$ cat config.mk
export PLATFORM = sky130hd
export DESIGN_NAME = ser_byte_rx
export DESIGN_NICKNAME = d
export VERILOG_FILES = /design/src/rtl/ser_rx_pkg.sv /design/src/rtl/ser_sync.sv /design/src/rtl/ser_edge_det.sv /design/src/rtl/ser_shift.sv /design/src/rtl/ser_byte_rx.sv
export SDC_FILE = /design/constraint.sdc
export NUM_CORES = 1
export LEC_CHECK = 0
export BUFFER_PORTS_ARGS = -buffer_cell sky130_fd_sc_hd__buf_2
export CORE_MARGIN = 3
export CORE_UTILIZATION = 53
export DETAILED_ROUTE_END_ITERATION = 10
export GPL_ROUTABILITY_DRIVEN = 0
export PLACE_DENSITY = 0.79
export SLEW_MARGIN = 20
export SYNTH_ARGS = -nofsm -noshare
export SYNTH_HDL_FRONTEND = slang
export SYNTH_SLANG_ARGS = --single-unit
$ cat constraint.sdc
create_clock -name clk_i -period 2.1 [get_ports clk_i]
set_input_delay 0.105 -clock clk_i [delete_from_list [all_inputs] [get_ports clk_i]]
set_output_delay 0.105 -clock clk_i [all_outputs]
set_load 0.005 [all_outputs]
$ cat src/rtl/ser_rx_pkg.sv
package ser_rx_pkg;
  typedef struct packed {
    logic sel_n;
    logic sclk;
    logic sdat;
    logic mode;
  } ser_pins_t;

  localparam int unsigned PIN_W = $bits(ser_pins_t);
  // idle pin levels: deselected, clock low
  localparam ser_pins_t PINS_IDLE = '{sel_n: 1'b1, sclk: 1'b0, sdat: 1'b0, mode: 1'b0};
endpackage

$ cat src/rtl/ser_sync.sv
module ser_sync #(
  parameter int unsigned WIDTH  = 4,
  parameter int unsigned STAGES = 2,
  parameter logic [WIDTH-1:0] RST_VAL = '0
) (
  input  logic             clk_i,
  input  logic             rst_ni,
  input  logic [WIDTH-1:0] d_i,
  output logic [WIDTH-1:0] q_o
);
  logic [WIDTH-1:0] stg_q [STAGES];

  always_ff @(posedge clk_i or negedge rst_ni) begin
    if (!rst_ni) begin
      for (int i = 0; i < STAGES; i++) stg_q[i] <= RST_VAL;
    end else begin
      stg_q[0] <= d_i;
      for (int i = 1; i < STAGES; i++) stg_q[i] <= stg_q[i-1];
    end
  end

  assign q_o = stg_q[STAGES-1];
endmodule

$ cat src/rtl/ser_edge_det.sv
module ser_edge_det (
  input  logic clk_i,
  input  logic rst_ni,
  input  logic lvl_i,
  output logic rise_o
);
  logic lvl_q;

  always_ff @(posedge clk_i or negedge rst_ni) begin
    if (!rst_ni) lvl_q <= 1'b0;
    else         lvl_q <= lvl_i;
  end

  assign rise_o = lvl_i & ~lvl_q;
endmodule

$ cat src/rtl/ser_shift.sv
module ser_shift #(
  parameter int unsigned DATA_W = 8,
  localparam int unsigned CNT_W = $clog2(DATA_W)
) (
  input  logic              clk_i,
  input  logic              rst_ni,
  input  logic              sel_n_i,
  input  logic              rise_i,
  input  logic              sdat_i,
  input  logic              mode_i,
  output logic [DATA_W-1:0] data_o,
  output logic              is_data_o,
  output logic              valid_o,
  output logic [CNT_W-1:0]  cnt_o
);
  localparam logic [CNT_W-1:0] LAST = CNT_W'(DATA_W - 1);

  logic [DATA_W-1:0] sh_q, data_q;
  logic [CNT_W-1:0]  cnt_q;
  logic              flag_q, valid_q;
  logic [DATA_W-1:0] sh_nxt;

  assign sh_nxt = {sh_q[DATA_W-2:0], sdat_i};

  always_ff @(posedge clk_i or negedge rst_ni) begin
    if (!rst_ni) begin
      sh_q    <= '0;
      data_q  <= '0;
      cnt_q   <= '0;
      flag_q  <= 1'b0;
      valid_q <= 1'b0;
    end else begin
      valid_q <= 1'b0;
      if (sel_n_i) begin
        cnt_q <= '0;  // idle or aborted byte
      end else if (rise_i) begin
        sh_q <= sh_nxt;
        if (cnt_q == LAST) begin
          data_q  <= sh_nxt;
          flag_q  <= mode_i;
          valid_q <= 1'b1;
          cnt_q   <= '0;
        end else begin
          cnt_q <= cnt_q + 1'b1;
        end
      end
    end
  end

  assign data_o    = data_q;
  assign is_data_o = flag_q;
  assign valid_o   = valid_q;
  assign cnt_o     = cnt_q;
endmodule

$ cat src/rtl/ser_byte_rx.sv
module ser_byte_rx
  import ser_rx_pkg::*;
#(
  parameter int unsigned DATA_W      = 8,
  parameter int unsigned SYNC_STAGES = 2,
  localparam int unsigned CNT_W      = $clog2(DATA_W)
) (
  input  logic              clk_i,
  input  logic              rst_ni,
  input  logic              sel_ni,
  input  logic              sclk_i,
  input  logic              sdat_i,
  input  logic              mode_i,
  output logic [DATA_W-1:0] byte_o,
  output logic              is_data_o,
  output logic              byte_valid_o
);
  ser_pins_t        pins_raw, pins_s;
  logic             sclk_rise;
  logic [CNT_W-1:0] bit_cnt;

  assign pins_raw = '{sel_n: sel_ni, sclk: sclk_i, sdat: sdat_i, mode: mode_i};

  ser_sync #(
    .WIDTH  (PIN_W),
    .STAGES (SYNC_STAGES),
    .RST_VAL(PINS_IDLE)
  ) u_sync (
    .clk_i (clk_i),
    .rst_ni(rst_ni),
    .d_i   (pins_raw),
    .q_o   (pins_s)
  );

  ser_edge_det u_edge (
    .clk_i (clk_i),
    .rst_ni(rst_ni),
    .lvl_i (pins_s.sclk),
    .rise_o(sclk_rise)
  );

  ser_shift #(.DATA_W(DATA_W)) u_shift (
    .clk_i    (clk_i),
    .rst_ni   (rst_ni),
    .sel_n_i  (pins_s.sel_n),
    .rise_i   (sclk_rise),
    .sdat_i   (pins_s.sdat),
    .mode_i   (pins_s.mode),
    .data_o   (byte_o),
    .is_data_o(is_data_o),
    .valid_o  (byte_valid_o),
    .cnt_o    (bit_cnt)
  );
endmodule

==> flow_summary_export.csv, run 1 <==
group,metric,value,unit
pwr,swShare,22.65,%
sta,fin_crit_sh,74.87,%
die,ios,16,
die,start_util,58.56,%
setup_path,worst-path-buf-inv,0,
final_layout,diodes,0,
pwr,comb_power_share,7.9,%
drt,dr.pass1.iters,2,
global_route,grt_pass1_wl,2684,um
clock_tree,ctsResizeCount,0,
clock_tree,cts.path.max_buffers,2,
hold_path,hold_path.class,"primary input to async pin",
clock_tree,cts_tree,"done",
final_layout,syn2layout_area_growth,19.37,%
sta,fin_skew,0.007433,ns
setup_path,cp-end-kind,"flop",
synthesis,syn_inst,58,
drt,vias,546,
pwr,p_seq_share,59.1,%
synthesis,seq_area_frac_synth,68.31,%
clock_tree,postCtsHoldBufs,5,
global_route,met3_usage,7.872,%
clock_tree,numCtsBuffers,5,
pwr,p_leak,0.6575,nW
drt,avgViaCountPerCell,4.964,
setup_path,crit_chain,"nor3b_4 -> and2_4 -> mux2_4",
sta,rsz0062_at_grt,"false",
global_route,grt_use_met2,24.35,%
synthesis,syn_nets,66,
final_layout,final_nets,92,
final_layout,drive_above_1_share,50.59,%
synthesis,synth_cell_types,11,
sta,setup_viol,0,
global_route,overflow,0,
die,die_area,2586,um2
die,die_x,50.85,um
global_route,grt.total_usage,15.70,%
clock_tree,h-tree-depth,2,
setup_path,critPathMaxFanout,10,
setup_path,max_stage_delay,0.41,ns
drt,drc,0,
sta,slew_violations,0,
setup_path,crit_family,"simple AND/OR/NAND/NOR gates",
global_route,use_met1,16.63,%
pwr,powerDensity,891.4,nW/um2
global_route,grt-busiest-layer,"met2",
synthesis,netlist_area,1066,um2
drt,postRouteAntennaNets,0,
pwr,switchingPower,0.2570,mW
outcome,outcome,"finished, final reports clean",
drt,wirelength,1496,um
clock_tree,post_cts_buffers,0,
global_route,grt_pass1_vias,608,
place,placed_cells,97,
drt,drt_iter0_markers,9,
pwr,pwr-share-clk,33.1,%
setup_path,crit_type,"flop to flop",
place,numPortBuffers,15,
setup_path,cp_data_required_time,2.30,ns
sta,hold_violations,0,
drt,wl_per_cell,13.60,um
sta,fmax,0.6360,GHz
clock_tree,cts-root-buf,"clkbuf_4",
final_layout,final_cells,110,
setup_path,critPathLaunchType,"flop",
sta,fin_tns_setup,0,ns
setup_path,cp_slowest_cell,"dfrtp_1",
synthesis,ys_warn_count,0,
clock_tree,cts.sinks,29,
setup_path,cp_data_arrival_time,1.78,ns
global_route,antenna_found_initial,0,
clock_tree,clk_latency,0.32,ns
sta,worst_pin_slew,0.5981,ns
pwr,vdd_drop_max,0.6350,mV
clock_tree,clk_pin_slew,0.09,ns
sta,holdWs,0.3122,ns
place,dp_hpwl,977.7,um
pwr,p_int,0.8773,mW
setup_path,r2r_slack,0.53,ns
die,die_y,50.85,um
die,rows,15,
synthesis,ys_seq_elements,29,
global_route,grt_max_degree,30,
sta,slew_headroom,60.13,%
job,maxCapViolCount,0,
synthesis,syn_area_per_cell,18.38,um2
die,core,1821,um2
sta,fin_crit,1.572,ns
power groups by stage:
stage	clock [mW]	sequential [mW]	combinational (mW)
2_1_floorplan	0	0.666	0.0618
3_3_place_gp	0	0.678	0.0804
3_5_place_dp	0	0.683	0.0843
4_1_cts	0.391	0.671	0.0914
5_1_grt	0.424	0.680	0.0987
6_report	0.375	0.670	0.0891
cell type report:
cell class / count / area, um2
Fill cell: 134 / 548.0
Clock buffer: 7 / 65.06
Timing Repair Buffer: 20 / 125.1
Clock inverter: 1 / 5.005
Sequential cell: 29 / 728.2
Tap cell: 25 / 31.28
Multi-Input combinational cell: 28 / 317.8
state kept, by name, summed over array words and instances, names as in the netlist:
name / flops
u_shift.is_data_o: 1
u_shift.sh_q: 7
u_sync.q_o: 4
u_shift.data_o: 8
u_shift.valid_o: 1
u_sync.stg_q: 4
u_edge.lvl_q: 1
u_shift.cnt_o: 3
metrics by stage:
step           setup WS [ns]  instance area (um2)  power (mW)  util, %
5_1_grt               0.4288                 1272       1.203    69.90
2_1_floorplan         0.6251                 1066      0.7280        -
3_5_place_dp          0.5280                 1152      0.7672    63.30
3_3_place_gp          0.5607                 1152      0.7588    63.30
6_report              0.5277                 1272       1.134    69.90
4_1_cts               0.5164                 1272       1.154    69.90
synthesized netlist by cell type (all sizes together):
cell / instances / area (um2)
and2: 1 / 8.760
buf: 1 / 20.02
dfrtp: 27 / 675.7
dfstp: 2 / 52.55
ha: 2 / 25.02
mux2: 16 / 214.0
mux2i: 3 / 30.03
nand2b: 1 / 6.260
nor2: 4 / 15.01
nor3b: 1 / 18.77
routing by layer:
metal	wire length, um	vias up
li1	-	250
met1	630	275
met2	725	16
met3	89	5
met4	51	0
met5	0	-
worst reg2reg max path, stage by stage (launching register included):
cell and delay (ns):
dfrtp_1 0.41, nor3b_4 0.39, and2_4 0.33, mux2_4 0.33
layout by cell type, fill, tap and decap left out:
cell type | Yosys | routed
dfstp_2 | 2 | 2
mux2_4 | 9 | 9
mux2_2 | 7 | 7
clkbuf_8 | 0 | 2
dlygate4sd3_1 | 0 | 5
nand2b_1 | 1 | 1
mux2i_1 | 3 | 3
and2_4 | 1 | 1
nor2_1 | 4 | 4
ha_1 | 2 | 2
buf_2 | 0 | 15
nor3b_4 | 1 | 1
clkinv_2 | 0 | 1
clkbuf_4 | 0 | 5
dfrtp_1 | 27 | 27
final timing paths:
path                                       from           endpoint  depth (start not counted)
worst max-delay path               u_edge.lvl_q  u_shift.data_o[2]                          3
worst min-delay path                     rst_ni  u_shift.data_o[5]                          2
worst max register to register     u_edge.lvl_q  u_shift.data_o[2]                          3
worst min register to register  u_sync.stg_q[5]      u_sync.q_o[1]                          0
max in group asynchronous                rst_ni  u_shift.data_o[0]                          2
min in group clk_i              u_sync.stg_q[5]      u_sync.q_o[1]                          0
kinds of logic after synthesis:
group / Yosys count / synth area share (%)
multiplexers: 19 / 22.89
buffers and inverters: 1 / 1.878
adder cells (fa/ha/maj): 2 / 2.347
flip-flops: 29 / 68.31
AND/OR/NAND/NOR: 7 / 4.578
Power figures use the tool's default switching activity.
==> run 2, diff against run 1 <==
--- a/config.mk
+++ b/config.mk
@@ -7,10 +7,10 @@
 export LEC_CHECK = 0
 export BUFFER_PORTS_ARGS = -buffer_cell sky130_fd_sc_hd__buf_2
 export CORE_MARGIN = 3
-export CORE_UTILIZATION = 53
+export CORE_UTILIZATION = 48
 export DETAILED_ROUTE_END_ITERATION = 10
 export GPL_ROUTABILITY_DRIVEN = 0
-export PLACE_DENSITY = 0.79
+export PLACE_DENSITY = 0.76
 export SLEW_MARGIN = 20
 export SYNTH_ARGS = -nofsm -noshare
 export SYNTH_HDL_FRONTEND = slang
==> constraint.sdc (replaced) <==
create_clock -name clk_i -period 1.43 [get_ports clk_i]
set_input_delay 0.0715 -clock clk_i [delete_from_list [all_inputs] [get_ports clk_i]]
set_output_delay 0.0715 -clock clk_i [all_outputs]
set_load 0.005 [all_outputs]
==> run 2 against run 1 <==
First-iteration DRC count shrank 67%. Clock skew grew 0.0051 ns. Largest power group unchanged. Die area grew 9.1%. Critical path depth grew 1. Via count shrank 2.0%. Highest routed layer unchanged. Global-route usage shrank 2.1 points. Power grew 45%. Fmax grew 15%.
==> flow_summary_export.csv, run 2 (same netlist as run 1, synthesis figures left out) <==
group,metric,value,unit
global_route,grt_pass1_vias,589,
outcome,outcome,"finished, final reports clean",
global_route,grt_pass1_wl,2553,um
clock_tree,post_cts_buffers,0,
setup_path,crit_type,"flop to flop",
pwr,power,1.649,mW
pwr,p_leak,0.6613,nW
job,maxCapViolCount,0,
sta,fmax,0.7300,GHz
die,core,2022,um2
global_route,antenna_found_initial,0,
drt,avgViaCountPerCell,4.693,
clock_tree,cts_tree,"done",
clock_tree,h-tree-depth,2,
pwr,powerDensity,1262,nW/um2
die,die_area,2822,um2
hold_path,hold_path.class,"primary input to async pin",
global_route,grt.total_usage,13.62,%
die,rows,16,
pwr,vdd_drop_max,0.9562,mV
sta,slew_headroom,59.34,%
global_route,met3_usage,6.761,%
sta,setup_viol,0,
drt,vias,535,
drt,wl_per_cell,13.35,um
setup_path,critPathLaunchType,"flop",
drt,wirelength,1522,um
place,numPortBuffers,15,
final_layout,largest_reg_flops,8,
clock_tree,clk_latency,0.31,ns
clock_tree,cts-root-buf,"clkbuf_4",
die,start_util,52.72,%
global_route,grt-busiest-layer,"met2",
final_layout,diodes,0,
sta,hold_violations,0,
die,die_x,53.13,um
clock_tree,numCtsBuffers,5,
final_layout,syn2layout_area_growth,22.53,%
sta,fin_crit,1.370,ns
drt,postRouteAntennaNets,0,
final_layout,drive_above_1_share,54.02,%
drt,dr.pass1.iters,3,
global_route,grt_max_degree,30,
setup_path,cp_data_required_time,1.62,ns
setup_path,cp-end-kind,"flop",
setup_path,critPathMaxFanout,5,
clock_tree,cts.path.max_buffers,2,
final_layout,postLayoutCoreUtil,64.60,%
sta,fin_crit_sh,95.79,%
place,dp_hpwl,940.4,um
global_route,overflow,0,
sta,slew_violations,0,
sta,fin_skew,0.01253,ns
clock_tree,cts.sinks,29,
die,ios,16,
setup_path,cp_data_arrival_time,1.56,ns
final_layout,mostFrequentLayoutCell,"dfrtp_1",
sta,worst_pin_slew,0.6099,ns
sta,rsz0062_at_grt,"false",
final_layout,final_cell_mix,"27 x dfrtp_1, 15 x buf_2, 9 x mux2_4",
drt,drc,0,
global_route,use_met1,14.73,%
global_route,grt_use_met2,22.11,%
final_layout,fillCellCount,133,
drt,drt_iter0_markers,3,
final_layout,final_nets,94,
clock_tree,clk_pin_slew,0.09,ns
die,die_y,53.13,um
[run 2: cell types whose count changed in the layout (fill, tap and decap cells not counted), sizes merged]
cell  change
buf       +1
and2      +1
[run 2: final cells by class]
type	count	area, um2	share of cell area, %
sequential	29	728.2	55.75
multi-input combinational	29	341.6	26.15
timing repair buffer	21	132.6	10.15
clock buffer	7	65.06	4.981
tap	27	33.78	2.586
clock inverter	1	5.005	0.3831
[run 2: path summary, 6_finish.rpt]
| kind | from | to | slack [ns] | cells past startpoint |
|---|---|---|---|---|
| hold reg to reg | u_sync.stg_q[6] | u_sync.q_o[2] | 0.35 | 0 |
| min in group clk_i | u_sync.stg_q[6] | u_sync.q_o[2] | 0.35 | 0 |
| setup / recovery | u_shift.cnt_o[0] | u_shift.data_o[2] | 0.06 | 4 |
| max in group asynchronous | rst_ni | u_sync.q_o[1] | 0.72 | 2 |
| setup reg to reg | u_shift.cnt_o[0] | u_shift.data_o[2] | 0.06 | 4 |
| hold / removal | rst_ni | u_shift.sh_q[5] | 0.30 | 2 |
[run 2: per-stage QoR]
step	setup TNS [ns]	hold WS, ns	instances	instance area [um2]	setup slack [ns]
5_1_grt	0	0.3409	114	1306	0.01181
4_1_cts	0	0.3107	113	1285	0.01630
3_3_place_gp	0	0.1125	100	1162	0.04446
6_report	0	0.3001	114	1306	0.06019
3_5_place_dp	0	0.1194	100	1162	0.01891
2_1_floorplan	-0.2513	-0.2241	58	1066	-0.02792
[run 2: report_power, final]
group	internal, mW	switching, mW	total (mW)
logic	0.0875	0.0449	0.132
registers	0.918	0.0593	0.977
clock network	0.285	0.254	0.539
total	1.29	0.359	1.65
[run 2: repair_timing]
action	CTS	global route
hold buffers	5	0
gates resized for setup	1	3
cloned	0	1
setup endpoints to repair	1	9
endpoints found under the hold margin	31	0
[run 2: critical path: stages (launching register included)]
cell and delay [ns]:
dfrtp_1 0.40, ha_2 0.21, ha_4 0.17, and2_4 0.17, mux2_4 0.30
[run 2: layer usage]
layer,part of all wire (%),wire [um]
met5,0,0
met4,0.46,7
met3,5.5,84
met2,49,752
met1,44,677
==> run 3, diff against run 2 <==
--- a/config.mk
+++ b/config.mk
@@ -5,12 +5,14 @@
 export SDC_FILE = /design/constraint.sdc
 export NUM_CORES = 1
 export LEC_CHECK = 0
+export ABC_AREA = 1
 export BUFFER_PORTS_ARGS = -buffer_cell sky130_fd_sc_hd__buf_2
 export CORE_MARGIN = 3
 export CORE_UTILIZATION = 48
 export DETAILED_ROUTE_END_ITERATION = 10
 export GPL_ROUTABILITY_DRIVEN = 0
 export PLACE_DENSITY = 0.76
+export SETUP_SLACK_MARGIN = 0.2
 export SLEW_MARGIN = 20
 export SYNTH_ARGS = -nofsm -noshare
 export SYNTH_HDL_FRONTEND = slang
==> run 3 against run 2 <==
Register-to-register slack better by 0.20 ns. Setup slack better by 0.20 ns. Largest cell class unchanged. Fmax is 17% higher.
==> flow_summary_export.csv, run 3 <==
group,metric,value,unit
sta,setup_viol,0,
setup_path,timing.rr.end,"u_shift.cnt_o[0]",
setup_path,cp_data_arrival_time,1.43,ns
global_route,antenna_found_initial,0,
final_layout,drive_above_1_share,27.56,%
pwr,powerDensity,1118,nW/um2
global_route,overflow,0,
pwr,p_leak,0.7266,nW
final_layout,final_cell_mix,"41 x nand2_1, 27 x dfrtp_1, 15 x buf_2",
die,die_area,2857,um2
drt,wirelength,1865,um
drt,postRouteAntennaNets,0,
clock_tree,cts-root-buf,"clkbuf_4",
setup_path,max_stage_delay,0.39,ns
sta,fin_crit,1.174,ns
drt,wl_per_cell,12.11,um
setup_path,worst-path-buf-inv,1,
clock_tree,clk_pin_slew,0.08,ns
synthesis,seq_area_frac_synth,67.36,%
setup_path,cp_data_required_time,1.69,ns
outcome,outcome,"finished, final reports clean",
sta,fin_crit_sh,82.11,%
clock_tree,cts_tree,"done",
setup_path,crit_chain,"ha_2 -> ha_4 -> buf_6 -> nor2_2 -> nand2_1 -> nand2_1",
global_route,grt.total_usage,16.96,%
die,die_x,53.46,um
sta,fmax,0.8517,GHz
die,start_util,52.94,%
final_layout,diodes,0,
job,maxCapViolCount,0,
synthesis,synth_cell_types,17,
die,ios,16,
pwr,vdd_drop_max,0.8519,mV
die,rows,16,
sta,fin_tns_setup,0,ns
clock_tree,h-tree-depth,2,
synthesis,synth_edf_count,0,
setup_path,path_depth,6,
drt,avgViaCountPerCell,4.922,
drt,vias,758,
setup_path,reg2reg_from,"u_shift.cnt_o[0]",
setup_path,cp_slowest_cell,"dfrtp_1",
hold_path,hold_path.class,"primary input to async pin",
synthesis,netlist_area,1081,um2
synthesis,ys_warn_count,0,
synthesis,synth_area_leader_cell,"dfrtp_1",
synthesis,synth_commonest_cells,"41 x nand2_1, 27 x dfrtp_1, 9 x nand4_1",
synthesis,syn_inst,99,
global_route,grt_pass1_vias,785,
setup_path,cp-end-kind,"flop",
sta,hold_violations,0,
clock_tree,numCtsBuffers,5,
place,numPortBuffers,15,
die,die_y,53.46,um
place,dp_hpwl,1231,um
sta,fin_skew,0.008814,ns
pwr,power,1.481,mW
synthesis,syn_nets,107,
die,core,2042,um2
synthesis,synthArstFlopShare,100.0,%
sta,slew_headroom,59.88,%
drt,dr.pass1.iters,4,
sta,rsz0062_at_grt,"false",
sta,worst_pin_slew,0.6018,ns
setup_path,worst_r2r_path_depth,6,
synthesis,synthFlopType,"dfrtp_1",
synthesis,synth_area_leaders,"dfrtp_1 63%, nand2_1 14%, nand4_1 5.2%",
synthesis,synth_top_area_share,62.50,%
clock_tree,cts.path.max_buffers,2,
synthesis,syn_area_per_cell,10.92,um2
clock_tree,clk_latency,0.32,ns
global_route,grt_pass1_wl,3236,um
final_layout,largest_reg_flops,8,
global_route,grt_max_degree,30,
setup_path,critPathLaunchType,"flop",
setup_path,crit_family,"flip-flops",
drt,drt_iter0_markers,18,
setup_path,r2r_slack,0.26,ns
setup_path,cp-startpoint,"u_shift.cnt_o[0]",
setup_path,critical_path.most_common_cell,"nand2_1",
final_layout,syn2layout_area_growth,22.57,%
final_layout,final_nets,134,
synthesis,yosysMostFrequentCell,"nand2_1",
setup_path,critPathMaxFanout,10,
drt,drc,0,
synthesis,ys_seq_elements,29,
clock_tree,cts.sinks,29,
setup_path,crit_type,"flop to flop",
final_layout,mostFrequentLayoutCell,"nand2_1",
sta,slew_violations,0,
-- run 3: cell types whose count changed after synthesis, moves of 2 or more --
| cell | previous run | this run |
|---|---|---|
| inv_2 | 0 | 3 |
| mux2_2 | 7 | 0 |
| nand4_1 | 0 | 9 |
| mux2i_1 | 3 | 0 |
| nand3_1 | 0 | 3 |
| nand2_1 | 0 | 41 |
| nor2_1 | 4 | 1 |
| inv_1 | 0 | 2 |
| mux2_4 | 9 | 0 |
| o21ai_1 | 0 | 2 |
-- run 3: cell families after synthesis --
group / Yosys count / share of synthesized area [%]
AND/OR/NAND/NOR: 59 / 26.85
AO/OA/AOI/OAI: 2 / 0.9260
flip-flops: 29 / 67.36
buffers and inverters: 7 / 2.546
adder cells (fa/ha/maj): 2 / 2.314
-- run 3: worst max path at each step --
stage | end | slack (ns)
after floorplan | u_shift.data_o[0] | 0.21
after global placement | u_shift.data_o[7] | 0.23
after detailed placement | u_shift.data_o[3] | 0.16
after CTS | u_shift.cnt_o[0] | 0.22
after global routing | u_shift.data_o[5] | 0.18
final | u_shift.cnt_o[0] | 0.26
-- run 3: metal layers --
layer / part of all wire, % / routed length [um] / GRT usage [%] / vias up
met1: 46 / 865 / 18.65 / 359
met5: 0 / 0 / 0 / -
met3: 4.6 / 86 / 8.451 / 5
met4: 1.6 / 30 / 7.660 / 0
li1: - / - / - / 378
met2: 47 / 883 / 27.14 / 16
-- run 3: report_power, final --
| group | leakage, nW | switching, mW | total (mW) | internal [mW] |
|---|---|---|---|---|
| clock | 0.0265 | 0.247 | 0.442 | 0.195 |
| sequential | 0.376 | 0.0466 | 0.927 | 0.881 |
| combinational | 0.324 | 0.0661 | 0.112 | 0.0456 |
| total | 0.727 | 0.360 | 1.48 | 1.12 |
-- run 3: repair_timing --
item                       CTS  global route
buffers inserted             1             0
hold buffers                 5             0
setup endpoints to repair   10             9
gates cloned                 0             0
hold endpoints to repair    31             0
pin swaps                    0             0
gates resized for setup      3             3
-- run 3: area by class of cell --
cell class                 instances  area (um2)
clock buffer                       8       48.80
sequential                        29       728.2
inverter                           5       18.77
multi-input combinational         63       351.6
tap                               27       33.78
fill                             176       716.9
timing repair buffer              22       143.9
-- run 3: per-stage QoR --
step           utilization, %  setup slack, ns  std cells  area, um2  hold slack (ns)
3_3_place_gp            58.21           0.2257        140       1189           0.1157
6_report                64.89           0.2558        154       1325           0.2845
2_1_floorplan               -           0.2101         99       1081          -0.2241
5_1_grt                 64.89           0.1779        154       1325           0.3173
4_1_cts                 64.15           0.2163        154       1310           0.3067
3_5_place_dp            58.21           0.1579        140       1189           0.1162
